<file path="src/rtl/bitop_pkg.sv">
package bitop_pkg;
  localparam int FLAG_W = 4;
  localparam int C_POS  = 0;
  localparam int V_POS  = 1;
  localparam int Z_POS  = 2;
  localparam int N_POS  = 3;
  localparam int OP_W   = 4;

  typedef enum logic [OP_W-1:0] {
    OP_SET   = 4'd0,
    OP_CLR   = 4'd1,
    OP_FLIP  = 4'd2,
    OP_TEST  = 4'd3,
    OP_LDC   = 4'd4,
    OP_LDCN  = 4'd5,
    OP_STC   = 4'd6,
    OP_STCN  = 4'd7,
    OP_ANDC  = 4'd8,
    OP_ANDCN = 4'd9,
    OP_ORC   = 4'd10,
    OP_ORCN  = 4'd11,
    OP_XORC  = 4'd12,
    OP_XORCN = 4'd13,
    OP_NOP0  = 4'd14,
    OP_NOP1  = 4'd15
  } bitOpE;

  typedef enum logic [2:0] {
    SRC_KEEP,
    SRC_ONE,
    SRC_ZERO,
    SRC_FLIP,
    SRC_CARRY,
    SRC_NCARRY
  } bitSrcE;

  typedef enum logic [2:0] {
    CF_KEEP,
    CF_LOAD,
    CF_AND,
    CF_OR,
    CF_XOR
  } carryOpE;

  typedef struct packed {
    logic    doWrite;
    bitSrcE  bitSrc;
    carryOpE carryOp;
    logic    invBit;
    logic    zUpdate;
  } ctrlStrobeT;
endpackage

</file>
<file path="src/rtl/bitop_ctrl.sv">
module bitop_ctrl
  import bitop_pkg::*;
(
  input  logic            clk,
  input  logic            rstN,
  input  logic            inValid,
  input  logic [OP_W-1:0] opCode,
  output ctrlStrobeT      strobe,
  output logic            outValid,
  output logic            writeEn
);

  always_comb begin
    strobe.doWrite = 1'b0;
    strobe.bitSrc  = SRC_KEEP;
    strobe.carryOp = CF_KEEP;
    strobe.invBit  = 1'b0;
    strobe.zUpdate = 1'b0;
    case (bitOpE'(opCode))
      OP_SET:   begin strobe.doWrite = 1'b1; strobe.bitSrc = SRC_ONE;    end
      OP_CLR:   begin strobe.doWrite = 1'b1; strobe.bitSrc = SRC_ZERO;   end
      OP_FLIP:  begin strobe.doWrite = 1'b1; strobe.bitSrc = SRC_FLIP;   end
      OP_TEST:  strobe.zUpdate = 1'b1;
      OP_LDC:   strobe.carryOp = CF_LOAD;
      OP_LDCN:  begin strobe.carryOp = CF_LOAD; strobe.invBit = 1'b1;    end
      OP_STC:   begin strobe.doWrite = 1'b1; strobe.bitSrc = SRC_CARRY;  end
      OP_STCN:  begin strobe.doWrite = 1'b1; strobe.bitSrc = SRC_NCARRY; end
      OP_ANDC:  strobe.carryOp = CF_AND;
      OP_ANDCN: begin strobe.carryOp = CF_AND; strobe.invBit = 1'b1;     end
      OP_ORC:   strobe.carryOp = CF_OR;
      OP_ORCN:  begin strobe.carryOp = CF_OR; strobe.invBit = 1'b1;      end
      OP_XORC:  strobe.carryOp = CF_XOR;
      OP_XORCN: begin strobe.carryOp = CF_XOR; strobe.invBit = 1'b1;     end
      default:  ;
    endcase
  end

  always_ff @(posedge clk) begin
    if (!rstN) begin
      outValid <= 1'b0;
      writeEn  <= 1'b0;
    end else begin
      outValid <= inValid;
      writeEn  <= inValid & strobe.doWrite;
    end
  end

  // the result strobe trails the request by one clock
  a_r2_valid_follows: assert property (@(posedge clk) disable iff (!rstN)
    inValid |=> outValid);
  a_r2_idle_follows: assert property (@(posedge clk) disable iff (!rstN)
    !inValid |=> !outValid);
  a_r2_wen_needs_valid: assert property (@(posedge clk) disable iff (!rstN)
    writeEn |-> outValid);
  // reserved codes never request a write
  a_r10_nop_no_write: assert property (@(posedge clk) disable iff (!rstN)
    (inValid && opCode >= 4'd14) |=> !writeEn);
endmodule

</file>
<file path="src/rtl/bitop_dp.sv">
module bitop_dp
  import bitop_pkg::*;
#(
  parameter int DATA_W = 8,
  parameter int SEL_W  = 4
) (
  input  logic              clk,
  input  logic              rstN,
  input  logic              inValid,
  input  logic [DATA_W-1:0] operand,
  input  logic [SEL_W-1:0]  bitNum,
  input  logic [FLAG_W-1:0] flagsIn,
  input  ctrlStrobeT        strobe,
  output logic [DATA_W-1:0] resultByte,
  output logic [FLAG_W-1:0] flagsOut
);
  localparam int IDX_W = $clog2(DATA_W);

  logic [IDX_W-1:0]  idx;
  logic [DATA_W-1:0] mask;
  logic              selBit;
  logic              opBit;
  logic              carryIn;
  logic              newBit;
  logic              newCarry;
  logic [DATA_W-1:0] nextByte;
  logic [FLAG_W-1:0] nextFlags;

  assign idx = bitNum[IDX_W-1:0];

  for (genvar g = 0; g < DATA_W; g++) begin : g_mask
    assign mask[g] = (idx == IDX_W'(g));
  end

  assign selBit  = |(operand & mask);
  assign opBit   = selBit ^ strobe.invBit;
  assign carryIn = flagsIn[C_POS];

  always_comb begin
    case (strobe.bitSrc)
      SRC_ONE:    newBit = 1'b1;
      SRC_ZERO:   newBit = 1'b0;
      SRC_FLIP:   newBit = ~selBit;
      SRC_CARRY:  newBit = carryIn;
      SRC_NCARRY: newBit = ~carryIn;
      default:    newBit = selBit;
    endcase
    nextByte = (operand & ~mask) | (newBit ? mask : '0);
  end

  always_comb begin
    case (strobe.carryOp)
      CF_LOAD: newCarry = opBit;
      CF_AND:  newCarry = opBit & carryIn;
      CF_OR:   newCarry = opBit | carryIn;
      CF_XOR:  newCarry = opBit ^ carryIn;
      default: newCarry = carryIn;
    endcase
    nextFlags        = flagsIn;
    nextFlags[C_POS] = newCarry;
    if (strobe.zUpdate) nextFlags[Z_POS] = ~selBit;
  end

  always_ff @(posedge clk) begin
    if (!rstN) begin
      resultByte <= '0;
      flagsOut   <= '0;
    end else if (inValid) begin
      resultByte <= nextByte;
      flagsOut   <= nextFlags;
    end
  end

  // nothing outside the selected position ever changes
  a_r4_other_bits: assert property (@(posedge clk) disable iff (!rstN)
    inValid |=> ((resultByte ^ $past(operand)) & ~$past(mask)) == '0);
  // non-writing operations pass the byte through
  a_r11_passthru: assert property (@(posedge clk) disable iff (!rstN)
    (inValid && !strobe.doWrite) |=> resultByte == $past(operand));
  // N and V are never touched
  a_r9_nv_keep: assert property (@(posedge clk) disable iff (!rstN)
    inValid |=> (flagsOut[N_POS] == $past(flagsIn[N_POS])) &&
                (flagsOut[V_POS] == $past(flagsIn[V_POS])));
  // test reports a zero bit through Z
  a_r5_test_zero: assert property (@(posedge clk) disable iff (!rstN)
    (inValid && strobe.zUpdate) |=> flagsOut[Z_POS] == !$past(selBit));
  // carry-only operations leave Z alone
  a_r8_z_keep: assert property (@(posedge clk) disable iff (!rstN)
    (inValid && strobe.carryOp != CF_KEEP) |=> flagsOut[Z_POS] == $past(flagsIn[Z_POS]));
  initial a_r3_idx_fits: assert (SEL_W >= IDX_W);
endmodule

</file>
<file path="src/rtl/bitop_unit.sv">
module bitop_unit
  import bitop_pkg::*;
#(
  parameter int DATA_W = 8,
  parameter int SEL_W  = 4
) (
  input  logic              clk,
  input  logic              rstN,
  input  logic              inValid,
  input  logic [DATA_W-1:0] operand,
  input  logic [SEL_W-1:0]  bitNum,
  input  logic [OP_W-1:0]   opCode,
  input  logic [FLAG_W-1:0] flagsIn,
  output logic              outValid,
  output logic [DATA_W-1:0] resultByte,
  output logic              writeEn,
  output logic [FLAG_W-1:0] flagsOut
);
  ctrlStrobeT strobe;

  bitop_ctrl ctrl_i (
    .clk      (clk),
    .rstN     (rstN),
    .inValid  (inValid),
    .opCode   (opCode),
    .strobe   (strobe),
    .outValid (outValid),
    .writeEn  (writeEn)
  );

  bitop_dp #(.DATA_W(DATA_W), .SEL_W(SEL_W)) dp_i (
    .clk        (clk),
    .rstN       (rstN),
    .inValid    (inValid),
    .operand    (operand),
    .bitNum     (bitNum),
    .flagsIn    (flagsIn),
    .strobe     (strobe),
    .resultByte (resultByte),
    .flagsOut   (flagsOut)
  );
endmodule

</file>
<file path="config.mk">
export PLATFORM = sky130hd
export DESIGN_NAME = bitop_unit
export DESIGN_NICKNAME = d
export VERILOG_FILES = /design/src/rtl/bitop_pkg.sv /design/src/rtl/bitop_ctrl.sv /design/src/rtl/bitop_dp.sv /design/src/rtl/bitop_unit.sv
export SDC_FILE = /design/constraint.sdc
export NUM_CORES = 1
export LEC_CHECK = 0
export BUFFER_PORTS_ARGS = -buffer_cell sky130_fd_sc_hd__buf_2
export CORE_MARGIN = 5
export CORE_UTILIZATION = 35
export CTS_CLUSTER_DIAMETER = 40
export DETAILED_ROUTE_END_ITERATION = 8
export PLACE_DENSITY = 0.68
export SETUP_SLACK_MARGIN = 0.4
export SLEW_MARGIN = 20
export SYNTH_ARGS = -nofsm -noshare
export SYNTH_HDL_FRONTEND = slang
export SYNTH_HIERARCHICAL = 1
export SYNTH_SLANG_ARGS = --single-unit
</file>
<file path="constraint.sdc">
create_clock -name clk -period 4.52 [get_ports clk]
set_input_delay 0.226 -clock clk [delete_from_list [all_inputs] [get_ports clk]]
set_output_delay 0.226 -clock clk [all_outputs]
set_load 0.005 [all_outputs]
</file>
Word-level counts from Yosys, hierarchy flattened
Index checks and enable logic that the tools add are counted.
- bits in registers: 14
- bits of input ports: 23
- equality and inequality tests: 29
- multiplexer cells: 8
- bitwise gates (word level): 11
- reduce and logical (&&, ||, !) cells: 8
- operators with widths (operator ; number):
    4-bit equality test (second input constant) ; 6
    3-bit equality test (second input constant) ; 7
    4-bit case mux with 5 select lines ; 1
    3-bit by 2-bit equality test with 1-bit output (second input constant) ; 6
    8-bit bitwise AND ; 2
    4-bit by 3-bit equality test with 1-bit output (second input constant) ; 4
    3-bit case mux with 4 select lines ; 1
    3-bit by 1-bit equality test with 1-bit output (second input constant) ; 3
    4-bit by 2-bit equality test with 1-bit output (second input constant) ; 2
    8-bit 2-to-1 mux ; 1
    8-bit inverter ; 1
    8-bit bitwise OR ; 1
    2-bit OR reduction ; 4
    8-bit OR reduction ; 1
    1-bit case mux with 5 select lines ; 1
    4-bit by 1-bit equality test with 1-bit output (second input constant) ; 1
    4-bit logical NOT ; 1
    1-bit case mux with 4 select lines ; 1
    4-bit OR reduction ; 1
    3-bit logical NOT ; 1
    1-bit 2-to-1 mux ; 3
    1-bit bitwise AND ; 2
    1-bit inverter ; 2
    1-bit bitwise XOR ; 2
    1-bit bitwise OR ; 1

Logic depth before layout (Yosys ltp)
Gate-level depths: netlist (run 1).
- word-level depth: 7
- gate-level depth with buffers: 11
- depth with buffers taken out: 10

By module
Netlist (run 1), hierarchy kept.
- by module, submodules not included (module ; instances ; cells an instance ; area an instance (µm²)):
    bitop_dp ; 1 ; 105 ; 882.1
    bitop_ctrl ; 1 ; 21 ; 181.4

Worst setup path before layout (run 1)
No wires, ideal clock.
- path kind: input-to-reg
- start: input bitNum[2]
- end: register dp_i.flagsOut[0]
- library setup time: 0.130 ns
- data arrival time: 2.100 ns
- slack: 2.290 ns
- stages on the path: 11
- path through: clkbuf_2 > inv_1 > mux4_2 > xnor2_2 > inv_1 > ha_1 > nor3b_1 > a21oi_1 > o22a_1 > a31oi_1 > o22ai_1
- longest elaborated chain between the ends: 6
- RTL lines (item ; line ; text):
    start: declaration ; bitop_unit.sv:11 ; input logic [SEL_W-1:0] bitNum,
    3-bit by 1-bit equality test with 1-bit output, or another cell as far along ; bitop_dp.sv:32 ; assign mask[g] = (idx == IDX_W'(g));
    8-bit bitwise AND * ; bitop_dp.sv:35 ; assign selBit = |(operand & mask);
    8-bit OR reduction * ; bitop_dp.sv:35 ;
    1-bit bitwise XOR * ; bitop_dp.sv:36 ; assign opBit = selBit ^ strobe.invBit;
    1-bit bitwise XOR, or another cell as far along ; bitop_dp.sv:56 ; CF_XOR: newCarry = opBit ^ carryIn;
    1-bit case mux with 4 select lines * ; bitop_dp.sv:52 ; case (strobe.carryOp)
    end signal: assignment ; bitop_dp.sv:70 ; flagsOut <= nextFlags;
    end: declaration ; bitop_dp.sv:15 ; output logic [FLAG_W-1:0] flagsOut
Every way passes the cells marked *; elsewhere a longest branch is shown, timed or not.
A chain may end at the register's enable or synchronous reset.

Final worst setup path (run 1)
- start: input bitNum[0]
- end: register dp_i.flagsOut[0]
The elaborated chain is that of the path after synthesis.

==> results of run 1 <==
[sequential cells by signal, indices dropped and copies added, names as in the netlist]
name	flops
ctrl_i/outValid	1
ctrl_i/writeEn	1
dp_i/flagsOut	4
dp_i/resultByte	8
[layer usage]
metal / part of all wire / vias up
met5: 0 / -
met4: 0 / 0
met3: 0.065 / 0
met2: 0.47 / 29
met1: 0.47 / 469
li1: - / 523
[placed cells by master, fill, tap and decap left out, types with 2 or more instances in the layout]
| master | n |
|---|---|
| o211ai_1 | 9 |
| ha_1 | 2 |
| a21oi_1 | 13 |
| a31oi_1 | 2 |
| a211oi_1 | 3 |
| o21ai_0 | 6 |
| a311o_1 | 2 |
| nand2_1 | 6 |
| a31oi_2 | 3 |
| and3b_1 | 2 |
| nor2_1 | 6 |
| nor3b_1 | 3 |
| nor3_1 | 2 |
| clkbuf_4 | 3 |
| nor2b_1 | 3 |
| and2_1 | 2 |
| xnor2_1 | 2 |
| mux2i_1 | 7 |
| nand2b_1 | 2 |
| buf_2 | 35 |
| dfxtp_1 | 14 |
| inv_1 | 7 |
[metrics by stage]
stage | std cells | area, µm² | utilization | setup WS [ns] | total power [W]
after global placement | 183 | 1230 | 0.412 | 1.97 | 0.000233
after floorplan | 125 | 1060 | - | 2.29 | 0.000206
after global routing | 187 | 1260 | 0.424 | 2.08 | 0.000351
after CTS | 187 | 1260 | 0.424 | 2.21 | 0.000333
after detailed placement | 183 | 1230 | 0.412 | 1.91 | 0.000237
final | 187 | 1260 | 0.424 | 2.21 | 0.000327
[layout make-up]
cell class,instances,area [µm²]
fillers,306,1720
multi-input cells,94,703
flip-flops and latches,14,280
repair buffers,35,175
well taps,33,41.3
clock buffers,4,36.3
inverters,7,26.3
[worst register-to-register path, delay by kind of cell, from the launching register on]
family / cells / cell delay [ns]
AO/OA/AOI/OAI: 2 / 0.52
flip-flops: 1 / 0.33
[worst max path at each step]
stage | startpoint | cells after the start | to | slack [ns]
2_1_floorplan | bitNum[2] | 11 | dp_i/flagsOut[0]$_SDFFE_PN0P_ | 2.29
3_3_place_gp | bitNum[0] | 11 | dp_i/flagsOut[0]$_SDFFE_PN0P_ | 1.97
3_5_place_dp | bitNum[0] | 11 | dp_i/flagsOut[0]$_SDFFE_PN0P_ | 1.91
4_1_cts | bitNum[0] | 11 | dp_i/flagsOut[0]$_SDFFE_PN0P_ | 2.21
5_1_grt | bitNum[0] | 11 | dp_i/flagsOut[0]$_SDFFE_PN0P_ | 2.08
6_report | bitNum[0] | 11 | dp_i/flagsOut[0]$_SDFFE_PN0P_ | 2.21
[power breakdown]
group | internal [W] | total (W) | switching, W
Clock | 0.0000490 | 0.0000937 | 0.0000447
Combinational | 0.0000433 | 0.0000953 | 0.0000521
Sequential | 0.000132 | 0.000138 | 0.00000531
Total | 0.000225 | 0.000327 | 0.000102
==> out/qor.yml, run 1 <==
run_status:
  run_status: "finished clean"
placement:
  gp_congestion: 0.809
  hpwl_um: 1940
  port_buffers: 35
worst_setup_path:
  rr_worst_depth: 2
  r2r_start: "dp_i/resultByte[0]$_SDFFE_PN0P_"
  critPathTopFamily: "multiplexers"
  crit_path_max_fanout: 20
  slowest_delay_ns: 0.56
  cp_cell_sequence: "buf_2 > mux2i_1 > mux4_2 > xnor2_2 > inv_1 > ha_1 > nor3b_1 > a21oi_1 > o22a_1 > a31oi_1 > o22ai_1"
  r2r_setup_slack_ns: 3.56
  required_ns: 4.68
  cp.arrival_ns: 2.47
  cp_num_buf_inv: 2
  critPathCaptureType: "flip-flop"
  rr_endpoint: "dp_i/resultByte[0]$_SDFFE_PN0P_"
  path_class: "in -> reg"
  cpMaxStageDelayCell: "mux4_2"
  start_kind: "input port"
logic_synthesis:
  syn_area_um2: 1060
  ys_warn_count: 6
  netlist_instances: 125
  syn_nets: 150
  synth_area_per_cell_um2: 8.47
sta:
  period_minus_slack_ns: 2.31
  setup_tns_ns: 0
  fmax_mhz: 433
  finalHoldWorstSlack_ns: 0.200
  rsz0062_at_grt: "no"
  finalSetupViolations: 0
  report.final.slew_viol_count: 0
  worstMarginPinSlew_ns: 0.436
  period_share: 0.511
  clock_skew_ns: 0
  hold_violations: 0
  relSlewSlack: 0.709
floorplan:
  die-area_um2: 4220
  io_pins: 37
  die_h_um: 65.0
  fp.dieW_um: 65.0
  rows: 20
  start_util: 0.355
  fp.coreArea_um2: 2980
cts:
  clockBufferDepth: 2
  cts_hold_buf: 0
  clk_latency_ns: 0.28
  cts_resized: 0
  cts_root_buffer: "clkbuf_4"
  h-tree-depth: 1
  clkTransAtPathRegs_ns: 0.09
  cts_made_buffers: 3
  post_cts_buffers: 0
  cts_tree: "yes"
  cts_sinks: 14
grt:
  top_usage_layer: "met2"
  use_met2: 0.234
  grt_pass1_vias: 1022
  grt_util_all_layers: 0.131
  antenna_found_initial: 0
  grt_use_met3: 0.0433
  grt_pass1_wl_um: 4440
  grt_max_degree: 21
  grt_use_met1: 0.151
  grt_overflow: 0
drt:
  drt_pre_antenna_iters: 4
  drt-wirelength-per-cell_um: 14.0
  wl_um: 2610
  ant_nets: 0
  via_per_inst: 5.46
  drc: 0
  drt_iter0_markers: 25
  num_vias: 1021
flow_run:
  cap_violations: 0
power:
  ir_worst_vdd_mv: 0.163
  powerDensity_nw_per_um2: 259
  leakage_nw: 0.549
min_path:
  hold_depth: 2
  min_to: "ctrl_i/writeEn$_SDFF_PN0_"
  worstHoldPathType: "in -> reg"
  min_from: "opCode[3]"
finish:
  n_antenna_cell: 0
  synthToLayoutAreaGrowth_pct: 19.3
  nets: 180
  drive_gt1_frac: 0.325
No activity file was read; power rests on OpenSTA's default activity.
==> inputs of run 2 (changes only) <==
- clock period: 4.52 -> 2.38 ns (I/O delays scaled with it)
==> out/qor.yml, run 2 (same netlist as run 1, synthesis figures left out) <==
worst_setup_path:
  cp_cell_sequence: "buf_4 > mux2i_1 > mux4_2 > xnor2_2 > inv_1 > ha_1 > nor3b_2 > a21oi_1 > o22a_1 > a31oi_1 > o22ai_1"
  cp_num_buf_inv: 2  # unchanged
  cp.depth: 11  # unchanged
  r2r_setup_slack_ns: 1.38  # -2.18 ns
  cp-endpoint: "dp_i/flagsOut[0]$_SDFFE_PN0P_"
  r2r_start: "dp_i/resultByte[0]$_SDFFE_PN0P_"
  crit_path_max_fanout: 8  # -60%
  slowest_delay_ns: 0.52  # -0.04 ns
  cp.arrival_ns: 2.08  # -0.39 ns
  start_kind: "input port"
  rr_worst_depth: 2  # unchanged
  critPathCaptureType: "flip-flop"
  path_class: "in -> reg"
  rr_endpoint: "dp_i/resultByte[0]$_SDFFE_PN0P_"
  required_ns: 2.55  # -2.13 ns
  cpMaxStageDelayCell: "mux4_2"
  critPathTopFamily: "multiplexers"
  crit_start: "bitNum[0]"
finish:
  final_common_cell: "buf_2"
  fill_cells: 292  # -4.6%
  finalNonFillerCells: 191  # +2.1%
  most-common-layout-cells: "buf_2, dfxtp_1, a21oi_1, o211ai_1, mux2i_1"
  largest_reg_flops: 8  # unchanged
  top_register: "dp_i/resultByte"
  top_regs: "dp_i/resultByte x8, dp_i/flagsOut x4"
  drive_gt1_frac: 0.354  # +0.0298
  nets: 184  # +2.2%
  n_antenna_cell: 0  # unchanged
  synthToLayoutAreaGrowth_pct: 22.8
drt:
  wl_um: 2670  # +2.2%
  drt_pre_antenna_iters: 4  # unchanged
  drc: 0  # unchanged
  wl_met1_um: 1230  # +0.66%
  dr_wl_met3_um: 225  # +33%
  ant_nets: 0  # unchanged
  highest_layer: "met4"
  drt_iter0_markers: 47  # +88%
  wl_met2_um: 1210  # -1.3%
  drt-wirelength-per-cell_um: 14.0  # about the same
  num_vias: 1060  # +3.8%
  via_per_inst: 5.55  # +1.6%
placement:
  port_buffers: 35  # unchanged
  gp_congestion: 0.855  # +5.6%
  post-place-ws_ns: 0.0563  # -1.85 ns
  dp.cells: 185  # +1.1%
  hpwl_um: 2020  # +3.9%
grt:
  grt_pass1_wl_um: 4660  # +5.0%
  antenna_found_initial: 0  # unchanged
  grt_overflow: 0  # unchanged
  grt_max_degree: 19  # -9.5%
  grt_util_all_layers: 0.137  # +0.00661
  grt_pass1_vias: 1051  # +2.8%
sta:
  fmax_mhz: 523
  worstMarginPinSlew_ns: 0.396  # -0.0398 ns
  period_share: 0.804
  setup_tns_ns: 0  # unchanged
  hold_violations: 0  # unchanged
  finalSetupViolations: 0  # unchanged
  relSlewSlack: 0.729  # +0.0197
  setup_ws_ns: 0.467  # -1.74 ns
  report.final.slew_viol_count: 0  # unchanged
  rsz0062_at_grt: "no"
  clock_skew_ns: 0  # unchanged
  period_minus_slack_ns: 1.91
floorplan:
  fp.dieW_um: 65.0  # unchanged
  rows: 20  # unchanged
  die-area_um2: 4220  # unchanged
  die_h_um: 65.0  # unchanged
  start_util: 0.355  # unchanged
  fp.coreArea_um2: 2980  # unchanged
  io_pins: 37  # unchanged
power:
  p_int_w: 0.000437  # +94%
  switchingPower_w: 0.000199  # +95%
  pwr-share-comb: 0.305  # +0.013
  ir_worst_vdd_mv: 0.248  # +52%
  seqPwrFrac: 0.412  # -0.010
  p_clk_frac: 0.283  # -0.004
  powerDensity_nw_per_um2: 489  # +89%
  swShare: 0.313  # +0.00105
  leakage_nw: 0.570  # +3.8%
cts:
  h-tree-depth: 1  # unchanged
  cts_tree: "yes"
  clkTransAtPathRegs_ns: 0.09  # about the same
  cts_sinks: 14  # unchanged
  clockBufferDepth: 2  # unchanged
  clk_latency_ns: 0.28  # about the same
  cts_root_buffer: "clkbuf_4"
  cts_made_buffers: 3  # unchanged
run_status:
  run_status: "finished clean"
min_path:
  worstHoldPathType: "in -> reg"
flow_run:
  cap_violations: 0  # unchanged
run 2: cell types whose count changed in the layout (fill, tap and decap cells not counted):
| cell | change |
|---|---|
| inv_1 | -1 |
| inv_2 | +1 |
| buf_2 | -1 |
| nor3b_2 | +1 |
| nor3b_1 | -1 |
| buf_4 | +5 |
run 2: worst min-delay path by stage:
| stage | endpoint | cells after the start | start |
|---|---|---|---|
| 2_1_floorplan | ctrl_i/outValid$_SDFF_PN0_ | 1 | inValid |
| 3_3_place_gp | ctrl_i/writeEn$_SDFF_PN0_ | 2 | opCode[3] |
| 3_5_place_dp | ctrl_i/writeEn$_SDFF_PN0_ | 2 | opCode[3] |
| 4_1_cts | ctrl_i/writeEn$_SDFF_PN0_ | 2 | opCode[3] |
| 5_1_grt | ctrl_i/writeEn$_SDFF_PN0_ | 2 | opCode[3] |
| 6_report | ctrl_i/writeEn$_SDFF_PN0_ | 2 | opCode[3] |
run 2: worst reg2reg max path: stages (launching register included):
cell,delay (ns)
dfxtp_1,0.34
a2111oi_0,0.44
a21oi_1,0.12
run 2: power by group through the flow:
stage | sequential [W] | clock, W | combinational (W)
6_report | 0.000262 | 0.000180 | 0.000194
5_1_grt | 0.000265 | 0.000199 | 0.000217
4_1_cts | 0.000262 | 0.000188 | 0.000191
3_5_place_dp | 0.000268 | 0 | 0.000187
3_3_place_gp | 0.000267 | 0 | 0.000180
2_1_floorplan | 0.000268 | 0 | 0.000126
run 2: area by class of cell:
cell class	count	area (µm²)	share of cell area
clock buffers	4	36.3	0.0279
repair buffers	39	208	0.160
inverters	7	26.3	0.0202
flip-flops and latches	14	280	0.216
well taps	33	41.3	0.0318
multi-input cells	94	708	0.545
run 2: timing repair:
item / 4_1_cts / 5_1_grt
buffers inserted: 1 / 1
gates resized for setup: 0 / 2
setup endpoints to repair: 1 / 1
pin swaps: 0 / 1
hold buffers: 0 / 0
run 2: per-layer routing:
metal  track usage  vias up
met5             0        -
met4        0.0422        0
met3        0.0399        2
met2         0.231       33
met1         0.167      499
li1              -      526
run 2: per-stage QoR:
stage          power (W)  hold WS (ns)   util  cell area (µm²)
3_5_place_dp    0.000455         0.395  0.418             1250
5_1_grt         0.000681        0.0870  0.437             1300
2_1_floorplan   0.000394         0.255      -             1070
6_report        0.000636        0.0921  0.437             1300
3_3_place_gp    0.000447         0.378  0.418             1250
4_1_cts         0.000642        0.0800  0.433             1290
